===== src/rtl/sbox_pkg.sv =====
package sbox_pkg;

  localparam int BYTE_W = 8;
  localparam int NIB_W  = BYTE_W / 2;
  localparam int MAT_W  = BYTE_W * BYTE_W;

  localparam logic [BYTE_W-1:0] FWD_CONST = 8'h63;
  localparam logic [BYTE_W-1:0] INV_CONST = 8'h05;
  // AES reduction polynomial without its x^8 term
  localparam logic [BYTE_W-1:0] AES_POLY_LO = 8'h1B;

  // GF(2^4) multiply, polynomial basis, x^4 + x + 1
  function automatic logic [NIB_W-1:0] gf16_mul(input logic [NIB_W-1:0] a,
                                                input logic [NIB_W-1:0] b);
    logic [NIB_W-1:0] acc;
    logic [NIB_W-1:0] sh;
    acc = '0;
    sh  = a;
    for (int i = 0; i < NIB_W; i++) begin
      if (b[i]) acc = acc ^ sh;
      sh = {sh[NIB_W-2:0], 1'b0} ^ (sh[NIB_W-1] ? 4'h3 : 4'h0);
    end
    return acc;
  endfunction

  function automatic logic [NIB_W-1:0] gf16_sq(input logic [NIB_W-1:0] a);
    return gf16_mul(a, a);
  endfunction

  // Smallest lambda for which y^2 + y + lambda has no root in GF(2^4)
  function automatic logic [NIB_W-1:0] pick_lambda();
    logic [NIB_W-1:0] lam;
    logic hit;
    logic done;
    lam  = 4'h1;
    done = 1'b0;
    for (int c = 1; c < 16; c++) begin
      hit = 1'b0;
      for (int t = 0; t < 16; t++)
        if ((gf16_sq(4'(t)) ^ 4'(t)) == 4'(c)) hit = 1'b1;
      if (!hit && !done) begin
        lam  = 4'(c);
        done = 1'b1;
      end
    end
    return lam;
  endfunction

  localparam logic [NIB_W-1:0] LAMBDA = pick_lambda();

  // GF((2^4)^2) multiply, element = {hi, lo} meaning hi*y + lo
  function automatic logic [BYTE_W-1:0] tower_mul(input logic [BYTE_W-1:0] a,
                                                  input logic [BYTE_W-1:0] b);
    logic [NIB_W-1:0] hh;
    logic [NIB_W-1:0] hi;
    logic [NIB_W-1:0] lo;
    hh = gf16_mul(a[7:4], b[7:4]);
    hi = hh ^ gf16_mul(a[7:4], b[3:0]) ^ gf16_mul(a[3:0], b[7:4]);
    lo = gf16_mul(a[3:0], b[3:0]) ^ gf16_mul(hh, LAMBDA);
    return {hi, lo};
  endfunction

  // A root of the AES polynomial inside the tower field
  function automatic logic [BYTE_W-1:0] pick_root();
    logic [BYTE_W-1:0] g;
    logic [BYTE_W-1:0] r;
    logic done;
    g    = 8'h02;
    done = 1'b0;
    for (int c = 2; c < 256 && !done; c++) begin
      r = 8'h01;
      for (int k = BYTE_W - 1; k >= 0; k--)
        r = tower_mul(r, 8'(c)) ^ (AES_POLY_LO[k] ? 8'h01 : 8'h00);
      if (r == 8'h00) begin
        g    = 8'(c);
        done = 1'b1;
      end
    end
    return g;
  endfunction

  localparam logic [BYTE_W-1:0] ROOT = pick_root();

  function automatic logic [BYTE_W-1:0] mat_apply(input logic [MAT_W-1:0] m,
                                                  input logic [BYTE_W-1:0] x);
    logic [BYTE_W-1:0] r;
    r = '0;
    for (int i = 0; i < BYTE_W; i++)
      if (x[i]) r = r ^ m[BYTE_W*i +: BYTE_W];
    return r;
  endfunction

  // Column i is ROOT^i: AES polynomial basis into the tower field
  function automatic logic [MAT_W-1:0] build_to_tower();
    logic [MAT_W-1:0] m;
    logic [BYTE_W-1:0] p;
    m = '0;
    p = 8'h01;
    for (int i = 0; i < BYTE_W; i++) begin
      m[BYTE_W*i +: BYTE_W] = p;
      p = tower_mul(p, ROOT);
    end
    return m;
  endfunction

  localparam logic [MAT_W-1:0] TO_TOWER = build_to_tower();

  // Inverse map: column j is the AES byte that lands on unit vector j
  function automatic logic [MAT_W-1:0] build_from_tower();
    logic [MAT_W-1:0] m;
    logic [BYTE_W-1:0] y;
    m = '0;
    for (int a = 0; a < 256; a++) begin
      y = mat_apply(TO_TOWER, 8'(a));
      for (int j = 0; j < BYTE_W; j++)
        if (y == (8'h01 << j)) m[BYTE_W*j +: BYTE_W] = 8'(a);
    end
    return m;
  endfunction

  localparam logic [MAT_W-1:0] FROM_TOWER = build_from_tower();

  function automatic logic [BYTE_W-1:0] affine_fwd(input logic [BYTE_W-1:0] a);
    logic [BYTE_W-1:0] b;
    for (int i = 0; i < BYTE_W; i++)
      b[i] = a[i] ^ a[(i+4)%8] ^ a[(i+5)%8] ^ a[(i+6)%8] ^ a[(i+7)%8] ^ FWD_CONST[i];
    return b;
  endfunction

  function automatic logic [BYTE_W-1:0] affine_inv(input logic [BYTE_W-1:0] b);
    logic [BYTE_W-1:0] a;
    for (int i = 0; i < BYTE_W; i++)
      a[i] = b[(i+2)%8] ^ b[(i+5)%8] ^ b[(i+7)%8] ^ INV_CONST[i];
    return a;
  endfunction

endpackage


===== src/rtl/sbox_gf16_inv.sv =====
module sbox_gf16_inv
  import sbox_pkg::*;
(
  input  logic [NIB_W-1:0] a,
  output logic [NIB_W-1:0] a_inv
);
  // a^14 = a^2 * a^4 * a^8; zero stays zero
  logic [NIB_W-1:0] p2, p4, p8;

  always_comb begin
    p2    = gf16_sq(a);
    p4    = gf16_sq(p2);
    p8    = gf16_sq(p4);
    a_inv = gf16_mul(gf16_mul(p2, p4), p8);
  end
endmodule


===== src/rtl/sbox_tower_inv.sv =====
module sbox_tower_inv
  import sbox_pkg::*;
(
  input  logic [BYTE_W-1:0] t_in,
  output logic [BYTE_W-1:0] t_out
);
  logic [NIB_W-1:0] hi, lo, delta, delta_inv;

  assign hi = t_in[BYTE_W-1:NIB_W];
  assign lo = t_in[NIB_W-1:0];

  // norm: hi^2*lambda + hi*lo + lo^2
  always_comb
    delta = gf16_mul(gf16_sq(hi), LAMBDA) ^ gf16_mul(hi, lo) ^ gf16_sq(lo);

  sbox_gf16_inv u_sub_inv (
    .a     (delta),
    .a_inv (delta_inv)
  );

  always_comb
    t_out = {gf16_mul(hi, delta_inv), gf16_mul(hi ^ lo, delta_inv)};
endmodule


===== src/rtl/sbox_lin_map.sv =====
module sbox_lin_map
  import sbox_pkg::*;
#(
  parameter logic [MAT_W-1:0] MAT = '0
) (
  input  logic [BYTE_W-1:0] x,
  output logic [BYTE_W-1:0] y
);
  always_comb y = mat_apply(MAT, x);
endmodule


===== src/rtl/sbox_dual.sv =====
module sbox_dual
  import sbox_pkg::*;
#(
  parameter int PIPE_STAGE = 1
) (
  input  logic              clk,
  input  logic              rst,
  input  logic              in_valid,
  input  logic              in_inv,
  input  logic [BYTE_W-1:0] in_byte,
  output logic              out_valid,
  output logic [BYTE_W-1:0] out_byte
);
  logic [BYTE_W-1:0] core_in, tower_in, tower_out, core_out, result;

  // inverse direction strips the affine step before the shared inversion
  assign core_in = in_inv ? affine_inv(in_byte) : in_byte;

  sbox_lin_map #(.MAT(TO_TOWER)) u_to_tower (
    .x (core_in),
    .y (tower_in)
  );

  sbox_tower_inv u_inv (
    .t_in  (tower_in),
    .t_out (tower_out)
  );

  sbox_lin_map #(.MAT(FROM_TOWER)) u_from_tower (
    .x (tower_out),
    .y (core_out)
  );

  assign result = in_inv ? core_out : affine_fwd(core_out);

  generate
    if (PIPE_STAGE != 0) begin : g_reg
      always_ff @(posedge clk) begin
        if (rst) begin
          out_valid <= 1'b0;
          out_byte  <= '0;
        end else begin
          out_valid <= in_valid;
          if (in_valid) out_byte <= result;
        end
      end
    end else begin : g_comb
      assign out_valid = in_valid;
      assign out_byte  = result;
    end
  endgenerate
endmodule


===== config.mk =====
export PLATFORM = sky130hd
export DESIGN_NAME = sbox_dual
export DESIGN_NICKNAME = d
export VERILOG_FILES = /design/src/rtl/sbox_pkg.sv /design/src/rtl/sbox_gf16_inv.sv /design/src/rtl/sbox_tower_inv.sv /design/src/rtl/sbox_lin_map.sv /design/src/rtl/sbox_dual.sv
export SDC_FILE = /design/constraint.sdc
export NUM_CORES = 1
export LEC_CHECK = 0
export ABC_AREA = 1
export CAP_MARGIN = 15
export CORE_ASPECT_RATIO = 1.2
export CORE_UTILIZATION = 49
export DETAILED_ROUTE_END_ITERATION = 10
export HOLD_SLACK_MARGIN = 0.08
export PLACE_DENSITY = 0.65
export SYNTH_ARGS = -nofsm -noshare
export SYNTH_HDL_FRONTEND = slang
export SYNTH_SLANG_ARGS = --single-unit

===== constraint.sdc =====
create_clock -name clk -period 8.67 [get_ports clk]
set_clock_uncertainty 0.05 [all_clocks]
set_input_delay 1.734 -clock clk [delete_from_list [all_inputs] [get_ports clk]]
set_output_delay 1.734 -clock clk [all_outputs]
set_load 0.01 [all_outputs]

### Word-level counts from Yosys, hierarchy flattened

Cells that the tools add are included.

| word-level totals | value |
|---|---|
| register bits after elaboration | 9 |
| output and inout bits | 9 |
| word-level logic and storage cells | 205 |
| input port bits | 12 |

| cells by class | value |
|---|---|
| mux-type cells | 82 |
| bitwise operators | 121 |

Operators with widths:

| kind | number |
|---|---|
| XOR 4 bit | 45 |
| two-way mux 4 bit | 40 |
| two-way mux 8 bit | 8 |
| two-way mux 2 bit | 25 |
| XOR 4 x 2 -> 4 bit | 12 |
| XOR 1 bit | 44 |
| two-way mux 7 bit | 4 |
| two-way mux 6 bit | 3 |
| NOT 3 bit | 3 |
| NOT 4 bit | 2 |
| NOT 1 bit | 7 |
| NOT 2 -> 3 bit | 2 |
| NOT 6 bit | 1 |
| NOT 4 -> 5 bit | 1 |
| NOT 5 bit | 1 |
| NOT 1 -> 4 bit (first input constant) | 1 |
| two-way mux 1 bit | 2 |
| NOT 2 bit | 1 |
| NOT 1 bit (first input constant) | 1 |

### Longest topological paths before layout

Gate-level depths: netlist of the first run.

| logic depth | value |
|---|---|
| word-level depth | 91 |
| gate-level depth with buffers | 67 |
| depth with buffers taken out | 66 |

### Cells and area by module

Synthesis of the first run repeated with hierarchy kept, for this count alone.

| second synthesis, totals | value |
|---|---|
| cell total of the unflattened synthesis | 708 |
| area, all modules | 3619.7 µm² |

Modules (own cells, without submodules):

| module | times used | area an instance (µm²) | seq. area each (µm²) | cells an instance |
|---|---|---|---|---|
| sbox_tower_inv | 1 | 1257.5 | 0.0 | 256 |
| sbox_gf16_inv | 1 | 1092.3 | 0.0 | 221 |
| sbox_dual | 1 | 845.8 | 180.2 | 139 |
| sbox_lin_map at u_from_tower | 1 | 244.0 | 0.0 | 58 |
| sbox_lin_map at u_to_tower | 1 | 180.2 | 0.0 | 34 |

### Least setup slack after synthesis of the first run

Ideal clock, no wire load.

| path | value |
|---|---|
| path kind | input to register |
| start | in in_byte[0] |
| end | reg out_byte[3] |
| data required time | 8503 ps |
| setup slack | 1543 ps |
| buffers on the path | 2 |
| data arrival time | 6960 ps |
| stages on the path | 57 |
| setup time | 117 ps |
| cell sequence | inv_1 > nand2_1 > nand2_1 > nand2_1 > nand3_1 > nand2_1 > nand2_2 > nand2_4 > nand2_1 > nand2_1 > ha_1 > clkbuf_1 > xnor2_1 > nand2_1 > o21ai_1 > inv_1 > nand3_1 > nand2_1 > [... 21 more ...] > nand2_1 > nand3b_2 > nand3_1 > nand2_1 > nand2_1 > nand2_2 > inv_2 > nand2_1 > nand2_1 > nand2_1 > nand2_1 > inv_2 > nand2_1 > nand2_1 > nand3_1 > nand2_1 > a21oi_1 > nor2_1 |

| on the way | value |
|---|---|
| longest elaborated chain between the ends | 75 |
| elaborated cells between the ends (all ways) | 154 |
| those cells by class | mux: 80; bitwise: 74 |

Ends and longest elaborated chain:

| item | RTL line | source |
|---|---|---|
| start: declaration | sbox_dual.sv:10 | `input logic [BYTE_W-1:0] in_byte,` |
| XOR 1 bit | sbox_pkg.sv:133 | `a[i] = b[(i+2)%8] ^ b[(i+5)%8] ^ b[(i+7)%8] ^ INV_CONST[i];` |
| two-way mux 8 bit (*) | sbox_dual.sv:17 | `assign core_in = in_inv ? affine_inv(in_byte) : in_byte;` |
| two-way mux 6 bit | sbox_pkg.sv:89 | `if (x[i]) r = r ^ m[BYTE_W*i +: BYTE_W];` |
| two-way mux 7 bit (2 in a row) | sbox_pkg.sv:89 |  |
| NOT 4 bit (no line) | n/a |  |
| two-way mux 6 bit | sbox_pkg.sv:89 |  |
| two-way mux 8 bit | sbox_pkg.sv:89 |  |
| NOT 3 bit (no line) | n/a |  |
| [... 56 more ...] | n/a |  |
| two-way mux 7 bit or two-way mux 8 bit (tied branches) | sbox_pkg.sv:89 |  |
| two-way mux 8 bit or NOT 4 bit (tied branches) | n/a |  |
| two-way mux 2 bit or two-way mux 8 bit (tied branches) | sbox_pkg.sv:89 |  |
| two-way mux 8 bit or NOT 6 bit (tied branches) | n/a |  |
| NOT 6 bit (no line) or two-way mux 8 bit (tied branches) | n/a |  |
| two-way mux 8 bit (*) | sbox_pkg.sv:89 |  |
| XOR 1 bit (3 in a row) | sbox_pkg.sv:126 | `b[i] = a[i] ^ a[(i+4)%8] ^ a[(i+5)%8] ^ a[(i+6)%8] ^ a[(i+7)%8] ^ FWD_CONST[i];` |
| two-way mux 8 bit (*) | sbox_dual.sv:34 | `assign result = in_inv ? core_out : affine_fwd(core_out);` |
| end signal: assignment | sbox_dual.sv:44 | `if (in_valid) out_byte <= result;` |
| end: declaration | sbox_dual.sv:12 | `output logic [BYTE_W-1:0] out_byte` |

Every way passes the cells marked *; elsewhere a longest branch is shown, timed or not.
A chain may end at the register's enable or synchronous reset.

### Final worst setup path of the first run

| path | value |
|---|---|
| start | in in_byte[4] |
| end | reg out_byte[4] |

| on the way | value |
|---|---|
| longest elaborated chain between the ends | 75 |
| elaborated cells between the ends (all ways) | 156 |
| those cells by class | mux: 80; bitwise: 76 |

Ends and longest elaborated chain:

| item | RTL line |
|---|---|
| XOR 1 bit (2 in a row) | sbox_pkg.sv:133 |
| NOT 1 bit (no line) | n/a |
| two-way mux 8 bit (*) | sbox_dual.sv:17 |
| two-way mux 7 bit | sbox_pkg.sv:89 |
| NOT 3 bit (no line) | n/a |
| two-way mux 7 bit | sbox_pkg.sv:89 |
| NOT 4 -> 5 bit (no line) | n/a |
| two-way mux 8 bit | sbox_pkg.sv:89 |
| [... 55 more ...] | n/a |
| two-way mux 7 bit | sbox_pkg.sv:89 |
| two-way mux 8 bit | sbox_pkg.sv:89 |
| two-way mux 2 bit or NOT 4 bit (tied branches) | n/a |
| two-way mux 8 bit | sbox_pkg.sv:89 |
| NOT 6 bit (no line) | n/a |
| two-way mux 8 bit (*) | sbox_pkg.sv:89 |
| XOR 1 bit (4 in a row) | sbox_pkg.sv:126 |
| two-way mux 8 bit (*) | sbox_dual.sv:34 |

Marks and branches as above.

==> results of run 1 <==
## how the worst max path moves through the flow
stage	from	to	slack (ps)	cells after the start
final	in_byte[4]	out_byte[4]$_SDFFE_PP0P_	790	56
after global routing	in_byte[7]	out_byte[2]$_SDFFE_PP0P_	20	59
after CTS	in_byte[0]	out_byte[2]$_SDFFE_PP0P_	390	59
after detailed placement	in_byte[0]	out_byte[2]$_SDFFE_PP0P_	200	59
after global placement	in_byte[0]	out_byte[1]$_SDFFE_PP0P_	280	57
after floorplan	in_byte[0]	out_byte[3]$_SDFFE_PP0P_	1540	57
## routing by layer
metal  global-route usage (%)  share of wire (%)
met5                        0                  0
met4                     1.89               0.17
met3                     1.11                2.4
met2                     44.6                 50
met1                     31.5                 48
## synth_stat cells (3+ instances only)
library cell  instances
a21oi_1              18
buf_2                 5
dfxtp_1               9
ha_1                  4
inv_1                58
inv_2                24
nand2_1             286
nand2_2              71
nand2_4              21
nand3_1             133
nand3_2              11
nand3b_1              8
nor2_1               26
nor2_2                4
o21ai_0              12
o21ai_1               7
xnor2_1               3
xor2_1                9
xor2_2                3
## what timing repair did
item,4_1_cts,5_1_grt
endpoints found under the setup margin,0,8
gates resized for setup,0,15
hold buffers,0,0
## kinds of logic after synthesis
family	synth area share, %
xor gates and xnor gates	4.05
AOI/OAI and AO/OA	5.66
DFF	4.74
adders and majority gates	1.32
and+or+nand+nor	73.4
buffers and inverters	10.8
## sequential cells by signal, indices dropped and copies added, names as in the netlist
| signal | cells |
|---|---|
| out_valid | 1 |
| out_byte | 8 |
## through the flow
| stage | hold WS, ps | utilization (%) | area [um^2] |
|---|---|---|---|
| floorplan | 432 | - | 3800 |
| global placement | 403 | 55.0 | 4050 |
| detailed placement | 407 | 55.0 | 4050 |
| CTS | 414 | 55.6 | 4090 |
| global route | 444 | 56.4 | 4150 |
| finish | 411 | 56.4 | 4150 |
## cell type report
cell class / count / area (um^2) / area share, %
Timing Repair Buffer: 21 / 224 / 5.40
Multi-Input combinational cell: 628 / 3250 / 78.3
Inverter: 86 / 339 / 8.17
Clock buffer: 4 / 45.0 / 1.09
Tap cell: 90 / 113 / 2.71
Sequential cell: 9 / 180 / 4.34
## worst max-delay path: cells and delay by family
kind	cells	cell delay, ps
compound gates	1	130
xor+xnor	1	220
fa+ha+maj	2	640
buf+inv	8	1200
simple gates	44	4050
==> results.sh, run 1 <==
export IMPL_worst_pin_slew_ps=594
export IMPL_htree_num_levels=1
export IMPL_r2r_start="out_byte[5]$_SDFFE_PP0P_"
export IMPL_cts_tree="done"
export IMPL_slew_headroom_pct=60.3
export IMPL_synth_edf_count=0
export IMPL_hp_start="out_byte[2]$_SDFFE_PP0P_"
export IMPL_cp_required_ps=8780
export IMPL_clk_latency_ps=230
export IMPL_setup_slack_ps=787
export IMPL_reg2regPathDepth=2
export IMPL_via_per_inst=5.27
export IMPL_syn_num_nets=748
export IMPL_post_place_cells=834
export IMPL_reg2reg_to="out_byte[5]$_SDFFE_PP0P_"
export IMPL_netlist_cell_type_count=35
export IMPL_cp_end_kind="register"
export IMPL_hold_end="out_byte[2]$_SDFFE_PP0P_"
export IMPL_grt_max_degree=24
export IMPL_tns_ps=0
export IMPL_cp_max_fo=11
export IMPL_hp_class="register to register"
export IMPL_io_pins=21
export IMPL_ant_nets=0
export IMPL_cts_root_buf="clkbuf_8"
export IMPL_ys_seq_elements=9
export IMPL_synth_top_area_share_pct=28.3
export IMPL_rrSetupSlack_ps=7970
export IMPL_drv_cap=0
export IMPL_track_usage_pct=24.2
export IMPL_die_h_um=98.5
export IMPL_final_nets=765
export IMPL_die_area_mm2=0.00811
export IMPL_layout_drive_gt1_share_pct=20.2
export IMPL_std_cell_rows=34
export IMPL_dp_slack_ps=196
export IMPL_layout_common_cells="nand2_1 (286), nand3_1 (133), nand2_2 (71)"
export IMPL_diodes=0
export IMPL_cp_slowest_cell="clkdlybuf4s50_1"
export IMPL_portBuffers=20
export IMPL_netlist_area_mm2=0.00380
export IMPL_syn_area_per_cell_um2=5.19
export IMPL_drtIter0Drc=204
export IMPL_place_hpwl_mm=7.84
export IMPL_rsz0062_at_grt="false"
export IMPL_slew_violations=0
export IMPL_wirelength_mm=9.59
export IMPL_synthTopCellsByArea="nand2_1 (28%), nand3_1 (18%), nand2_2 (12%)"
export IMPL_cts_buffers=3
export IMPL_hold_violations=0
export IMPL_fillers=799
export IMPL_grt_pass1_wl_mm=16.2
export IMPL_core_area_mm2=0.00736
export IMPL_crit_arrival_ps=7990
export IMPL_cp_start_kind="primary input"
export IMPL_synth_area_leader_cell="nand2_1"
export IMPL_yosys_warnings=0
export IMPL_routedWlPerCell_um=11.4
export IMPL_initial_core_util_pct=51.6
export IMPL_holdPathStages=2
export IMPL_antenna_found_initial=0
export IMPL_die_w_um=82.4
export IMPL_synth_flop_cell="dfxtp_1"
export IMPL_ys_seq_area_share_pct=4.74
export IMPL_clk_pin_slew_ps=40
export IMPL_grt_overflow=0
export IMPL_dr_pass1_iters=5
export IMPL_netlist_instances=732
export IMPL_status="complete, no violations"
export IMPL_crit_top_cell="nand2_1"
export IMPL_cts_sinks=9
export IMPL_gp_congestion=0.901
export IMPL_async_reset_ff_share_pct=0
export IMPL_finalSetupViolations=0
export IMPL_cpPeakStageDelay_ps=650
export IMPL_area_delta_synth_final_pct=9.15
export IMPL_layout_commonest_cell="nand2_1"
export IMPL_drc=0
export IMPL_layout_min_cycle_time_ps=7880
export IMPL_critPathKind="primary input to register"
export IMPL_cts_setup_buffers=0
export IMPL_vias=4417
export IMPL_grt_pass1_vias=3827
export IMPL_clockBufferDepth=2
export IMPL_min_period_over_period_pct=90.9
export IMPL_fmax_ghz=0.127
export IMPL_instances_no_fill=838
Power of run 1 is not shown: default switching activity piles up to over one toggle a cycle in this logic, so the estimate is an artifact.
==> inputs of run 2 (changes only) <==
ABC_AREA = default   (was 1)
PLACE_DENSITY = 0.66   (was 0.65)
clock period = 9.6 ns   (was 8.67 ns; I/O delays follow)
==> run 2 against run 1 <==
Effect of this change:
- sequential cell count did not move
- count of clock-buffer cells in the layout stayed put
- area after synthesis down 9.0%
- cell count decreased by 36%
- global-route usage fell by 0.94 points
- design area is 8.8% lower
==> results.sh, run 2 <==
export IMPL_cts_root_buf="clkbuf_8"
export IMPL_hold_end="out_byte[6]$_SDFFE_PP0P_"
export IMPL_synth_most_common_cell="xnor2_1"
export IMPL_cts_tree="done"
export IMPL_cp_start_kind="primary input"
export IMPL_cp_max_fo=11
export IMPL_cp_required_ps=9690
export IMPL_yosys_warnings=0
export IMPL_grt_overflow=0
export IMPL_min_period_over_period_pct=94.3
export IMPL_cts_buffers=3
export IMPL_std_cell_rows=33
export IMPL_drc=0
export IMPL_initial_core_util_pct=50.7
export IMPL_via_per_inst=6.05
export IMPL_status="complete, no violations"
export IMPL_dr_pass1_iters=4
export IMPL_utilization_pct=55.5
export IMPL_antenna_found_initial=0
export IMPL_netlist_area_mm2=0.00346
export IMPL_r2r_start="out_byte[1]$_SDFFE_PP0P_"
export IMPL_portBuffers=20
export IMPL_crit_arrival_ps=9150
export IMPL_fillers=645
export IMPL_synth_area_leader_cell="xnor2_1"
export IMPL_place_hpwl_mm=6.54
export IMPL_path_delay_family="XOR/XNOR gates"
export IMPL_synthTopCellsByArea="xnor2_1 (12%), dfxtp_1 (5.2%), xor2_1 (5.1%)"
export IMPL_die_area_mm2=0.00740
export IMPL_clk_latency_ps=230
export IMPL_seq_area_um2=180
export IMPL_finalSetupViolations=0
export IMPL_grt_pass1_wl_mm=14.2
export IMPL_final_nets=469
export IMPL_syn_num_nets=458
export IMPL_reg2regPathDepth=2
export IMPL_io_pins=21
export IMPL_regMostFlops="out_byte"
export IMPL_critPathKind="primary input to register"
export IMPL_gp_congestion=0.866
export IMPL_slew_violations=0
export IMPL_synth_edf_count=0
export IMPL_cp_num_buf_inv=3
export IMPL_ant_nets=0
export IMPL_wirelength_mm=8.48
export IMPL_multiInputGateArea_mm2=0.00303
export IMPL_rsz0062_at_grt="false"
export IMPL_synth_flop_cell="dfxtp_1"
export IMPL_reg_largest_list="out_byte x8, out_valid x1"
export IMPL_area_delta_synth_final_pct=9.45
export IMPL_drv_cap=0
export IMPL_diodes=0
export IMPL_htree_num_levels=1
export IMPL_clk_pin_slew_ps=40
export IMPL_drtIter0Drc=110
export IMPL_layout_commonest_cell="xnor2_1"
export IMPL_crit_top_cell="xnor2_1"
export IMPL_async_reset_ff_share_pct=0
export IMPL_track_usage_pct=23.3
export IMPL_holdPathStages=2
export IMPL_reg2reg_to="out_byte[1]$_SDFFE_PP0P_"
export IMPL_netlist_cell_type_count=80
export IMPL_netlist_instances=442
export IMPL_die_w_um=78.7
export IMPL_hold_violations=0
export IMPL_cts_sinks=9
export IMPL_rrSetupSlack_ps=8830
export IMPL_synth_top_area_share_pct=11.7
export IMPL_ys_seq_area_share_pct=5.21
export IMPL_slew_headroom_pct=23.5
export IMPL_cp_slowest_cell="clkdlybuf4s50_1"
export IMPL_die_h_um=94.0
export IMPL_routedWlPerCell_um=15.7
export IMPL_grt_pass1_vias=2974
export IMPL_synthTopCellsByCount="xnor2_1 (46), nand2_1 (34), nor2_1 (34)"
export IMPL_layout_common_cells="xnor2_1 (45), nor2_1 (34), nand2_1 (34)"
export IMPL_cpPeakStageDelay_ps=590
export IMPL_layout_drive_gt1_share_pct=16.4
export IMPL_vias=3259
export IMPL_core_area_mm2=0.00681
export IMPL_largest_reg_flops=8
export IMPL_syn_area_per_cell_um2=7.82
export IMPL_cts_setup_buffers=0
export IMPL_hp_start="out_byte[6]$_SDFFE_PP0P_"
export IMPL_worst_pin_slew_ps=1140
export IMPL_grt_max_degree=20
export IMPL_clockBufferDepth=2
export IMPL_hp_class="register to register"
export IMPL_cp_end_kind="register"
export IMPL_tns_ps=0
export IMPL_layout_min_cycle_time_ps=9050
export IMPL_fmax_ghz=0.110
export IMPL_ys_seq_elements=9
==> run 2: cell types whose count changed after synthesis, sizes merged, moves of 7 or more <==
cell    change
a211oi     +13
xnor2      +55
a21oi      +13
nand2     -343
nand3b     -10
or3         +7
clkbuf     +15
nand3     -129
xor3        +7
nor3       +18
mux2i      +12
xor2       +10
buf        +15
inv        -77
==> run 2: area by class of cell <==
class                           instances  share of cell area, %
Sequential cell                         9                   4.76
Inverter                                8                  0.794
Multi-Input combinational cell        386                   80.1
Clock buffer                            4                   1.19
Timing Repair Buffer                   45                   10.3
Tap cell                               87                   2.88
==> run 2: through the flow <==
stage	setup slack, ps	instance area, um^2	hold slack, ps	instances
3_3_place_gp	360	3730	404	535
2_1_floorplan	533	3460	440	442
6_report	546	3780	419	539
3_5_place_dp	212	3730	411	535
4_1_cts	401	3780	418	539
5_1_grt	19.2	3780	443	539
==> run 2: tightest hold or removal path, cell delays in order (launching register included) <==
cell and delay [ps]:
dfxtp_1 300, nand2b_1 60, a21oi_1 50
==> run 2: cell families (layout without fill, tap and decap cells) <==
logic type               Yosys count  after routing  synth area share [%]
AND/OR/NAND/NOR                  153            153                  23.2
AO/OA/AOI/OAI                    121            121                  25.7
adder cells (fa/ha/maj)            4              4                  1.45
XOR/XNOR                          91             91                  31.7
multiplexers                      17             17                  5.47
buffers and inverters             47             57                  7.31
flip-flops                         9              9                  5.21
==> run 2: how the worst max path moves through the flow <==
stage	startpoint	to	slack, ps	depth (start not counted)
finish	in_byte[5]	out_byte[2]$_SDFFE_PP0P_	550	28
global route	in_inv	out_byte[2]$_SDFFE_PP0P_	20	26
CTS	in_byte[5]	out_byte[3]$_SDFFE_PP0P_	400	28
detailed placement	in_byte[5]	out_byte[3]$_SDFFE_PP0P_	210	28
global placement	in_byte[5]	out_byte[2]$_SDFFE_PP0P_	360	28
floorplan	in_byte[1]	out_byte[3]$_SDFFE_PP0P_	530	33
==> run 2: layer usage <==
metal	up-vias	GRT usage [%]	part of all wire, %
li1	1642	-	-
met1	1523	29.4	45
met4	0	6.94	1.6
met5	-	0	0
met2	83	42.1	50
met3	11	1.17	3.9
==> run 2: timing repair <==
item                       CTS  global route
hold buffers                 0             0
gates resized for setup      0             1
setup endpoints to repair    0             4
Power of run 2 is left out for the same reason.
==> inputs of run 3 (changes only) <==
CORE_ASPECT_RATIO = default   (was 1.2)
==> run 3 against run 2 <==
Effect of this change:
- first-iteration DRC count grew 110%
- count of clock-buffer cells in the layout shrank 1
- cell count grew 1.7%
- sequential share of layout area shrank 0.056 points
- routed wire length grew 0.13%
- critical path type unchanged
==> results.sh, run 3 (same netlist as run 2, synthesis figures left out) <==
export IMPL_status="complete, no violations"
export IMPL_setup_slack_ps=616
export IMPL_drtIter0Drc=227
export IMPL_cp_start_kind="primary input"
export IMPL_dp_slack_ps=226
export IMPL_place_hpwl_mm=6.24
export IMPL_cts_root_buf="clkbuf_8"
export IMPL_routedWlPerCell_um=15.5
export IMPL_fmax_ghz=0.111
export IMPL_core_area_mm2=0.00679
export IMPL_portBuffers=20
export IMPL_cp_slowest_cell="clkdlybuf4s50_1"
export IMPL_diodes=0
export IMPL_layout_common_cells="xnor2_1 (46), nor2_1 (34), nand2_1 (34)"
export IMPL_layout_min_cycle_time_ps=8980
export IMPL_gp_congestion=0.869
export IMPL_antenna_found_initial=0
export IMPL_critPathLaunch="in_byte[5]"
export IMPL_grt_max_degree=20
export IMPL_cpPeakStageDelay_ps=590
export IMPL_area_delta_synth_final_pct=10.7
export IMPL_cts_tree="done"
export IMPL_cp_max_fo=13
export IMPL_ant_nets=0
export IMPL_hp_class="register to register"
export IMPL_crit_top_cell="xnor2_1"
export IMPL_dr_pass1_iters=5
export IMPL_clk_pin_slew_ps=50
export IMPL_cts_sinks=9
export IMPL_utilization_pct=56.4
export IMPL_hp_start="out_byte[0]$_SDFFE_PP0P_"
export IMPL_reg_largest_list="out_byte x8, out_valid x1"
export IMPL_placed_area_mm2=0.00373
export IMPL_layout_drive_gt1_share_pct=17.7
export IMPL_initial_core_util_pct=50.9
export IMPL_crit_arrival_ps=9100
export IMPL_cp_required_ps=9710
export IMPL_std_cell_rows=30
export IMPL_r2r_start="out_byte[1]$_SDFFE_PP0P_"
export IMPL_final_nets=469
export IMPL_drv_cap=0
export IMPL_clk_latency_ps=240
export IMPL_regMostFlops="out_byte"
export IMPL_grt_pass1_vias=2990
export IMPL_cp_end_kind="register"
export IMPL_final_area_mm2=0.00383
export IMPL_hold_violations=0
export IMPL_slew_headroom_pct=26.6
export IMPL_grt_overflow=0
export IMPL_fillers=646
export IMPL_layout_commonest_cell="xnor2_1"
export IMPL_io_pins=21
export IMPL_htree_num_levels=1
export IMPL_track_usage_pct=23.3
export IMPL_via_per_inst=6.02
export IMPL_die_area_mm2=0.00740
export IMPL_holdWs_ps=415
export IMPL_die_h_um=86.0
export IMPL_die_w_um=86.0
export IMPL_min_period_over_period_pct=93.6
export IMPL_grt_pass1_wl_mm=14.4
export IMPL_worst_pin_slew_ps=1090
export IMPL_largest_reg_flops=8
export IMPL_cts_buffers=3
export IMPL_critPathKind="primary input to register"
export IMPL_finalSetupViolations=0
export IMPL_vias=3299
export IMPL_slew_violations=0
export IMPL_clockBufferDepth=2
export IMPL_wirelength_mm=8.49
export IMPL_drc=0
## run 3: per-stage QoR
stage | TNS (ps) | cells
after floorplan | 0 | 442
after global placement | 0 | 543
after detailed placement | 0 | 543
after CTS | 0 | 547
after global routing | -5.00 | 548
final | 0 | 548
## run 3: final cells by class
cell class                 count  area [um^2]  area share [%]
clock buffer                   3         41.3            1.08
multi-input combinational    386         3060            80.0
sequential                     9          180            4.71
inverter                       8         30.0           0.784
clock inverter                 1         5.00           0.131
timing repair buffer          45          388            10.1
tap                           96          120            3.14
## run 3: layer usage
layer | global-route usage, % | part of all wire [%] | wire length (um)
met1 | 32.9 | 46 | 3950
met2 | 39.4 | 47 | 4030
met3 | 0.866 | 4.9 | 416
met4 | 4.85 | 1.1 | 96
met5 | 0 | 0 | 0
## run 3: what timing repair did
item                                    in CTS  in global routing
setup buffers                                0                  1
gates resized for setup                      0                  8
hold buffers                                 0                  0
endpoints found under the setup margin       0                  6
## run 3: path summary, 6_finish.rpt
kind,end,slack (ps),cells past startpoint
setup / recovery,out_byte[3]$_SDFFE_PP0P_,620,29
hold / removal,out_byte[0]$_SDFFE_PP0P_,410,2
setup reg to reg,out_byte[1]$_SDFFE_PP0P_,8820,2
hold reg to reg,out_byte[0]$_SDFFE_PP0P_,410,2
## run 3: critical path, delay by kind of cell
kind | cells | cell delay (ps)
xor+xnor | 14 | 3070
compound gates | 5 | 1200
buf+inv | 3 | 950
simple gates | 4 | 940
fa+ha+maj | 2 | 770
mux | 1 | 250
Power of run 3 is left out for the same reason.
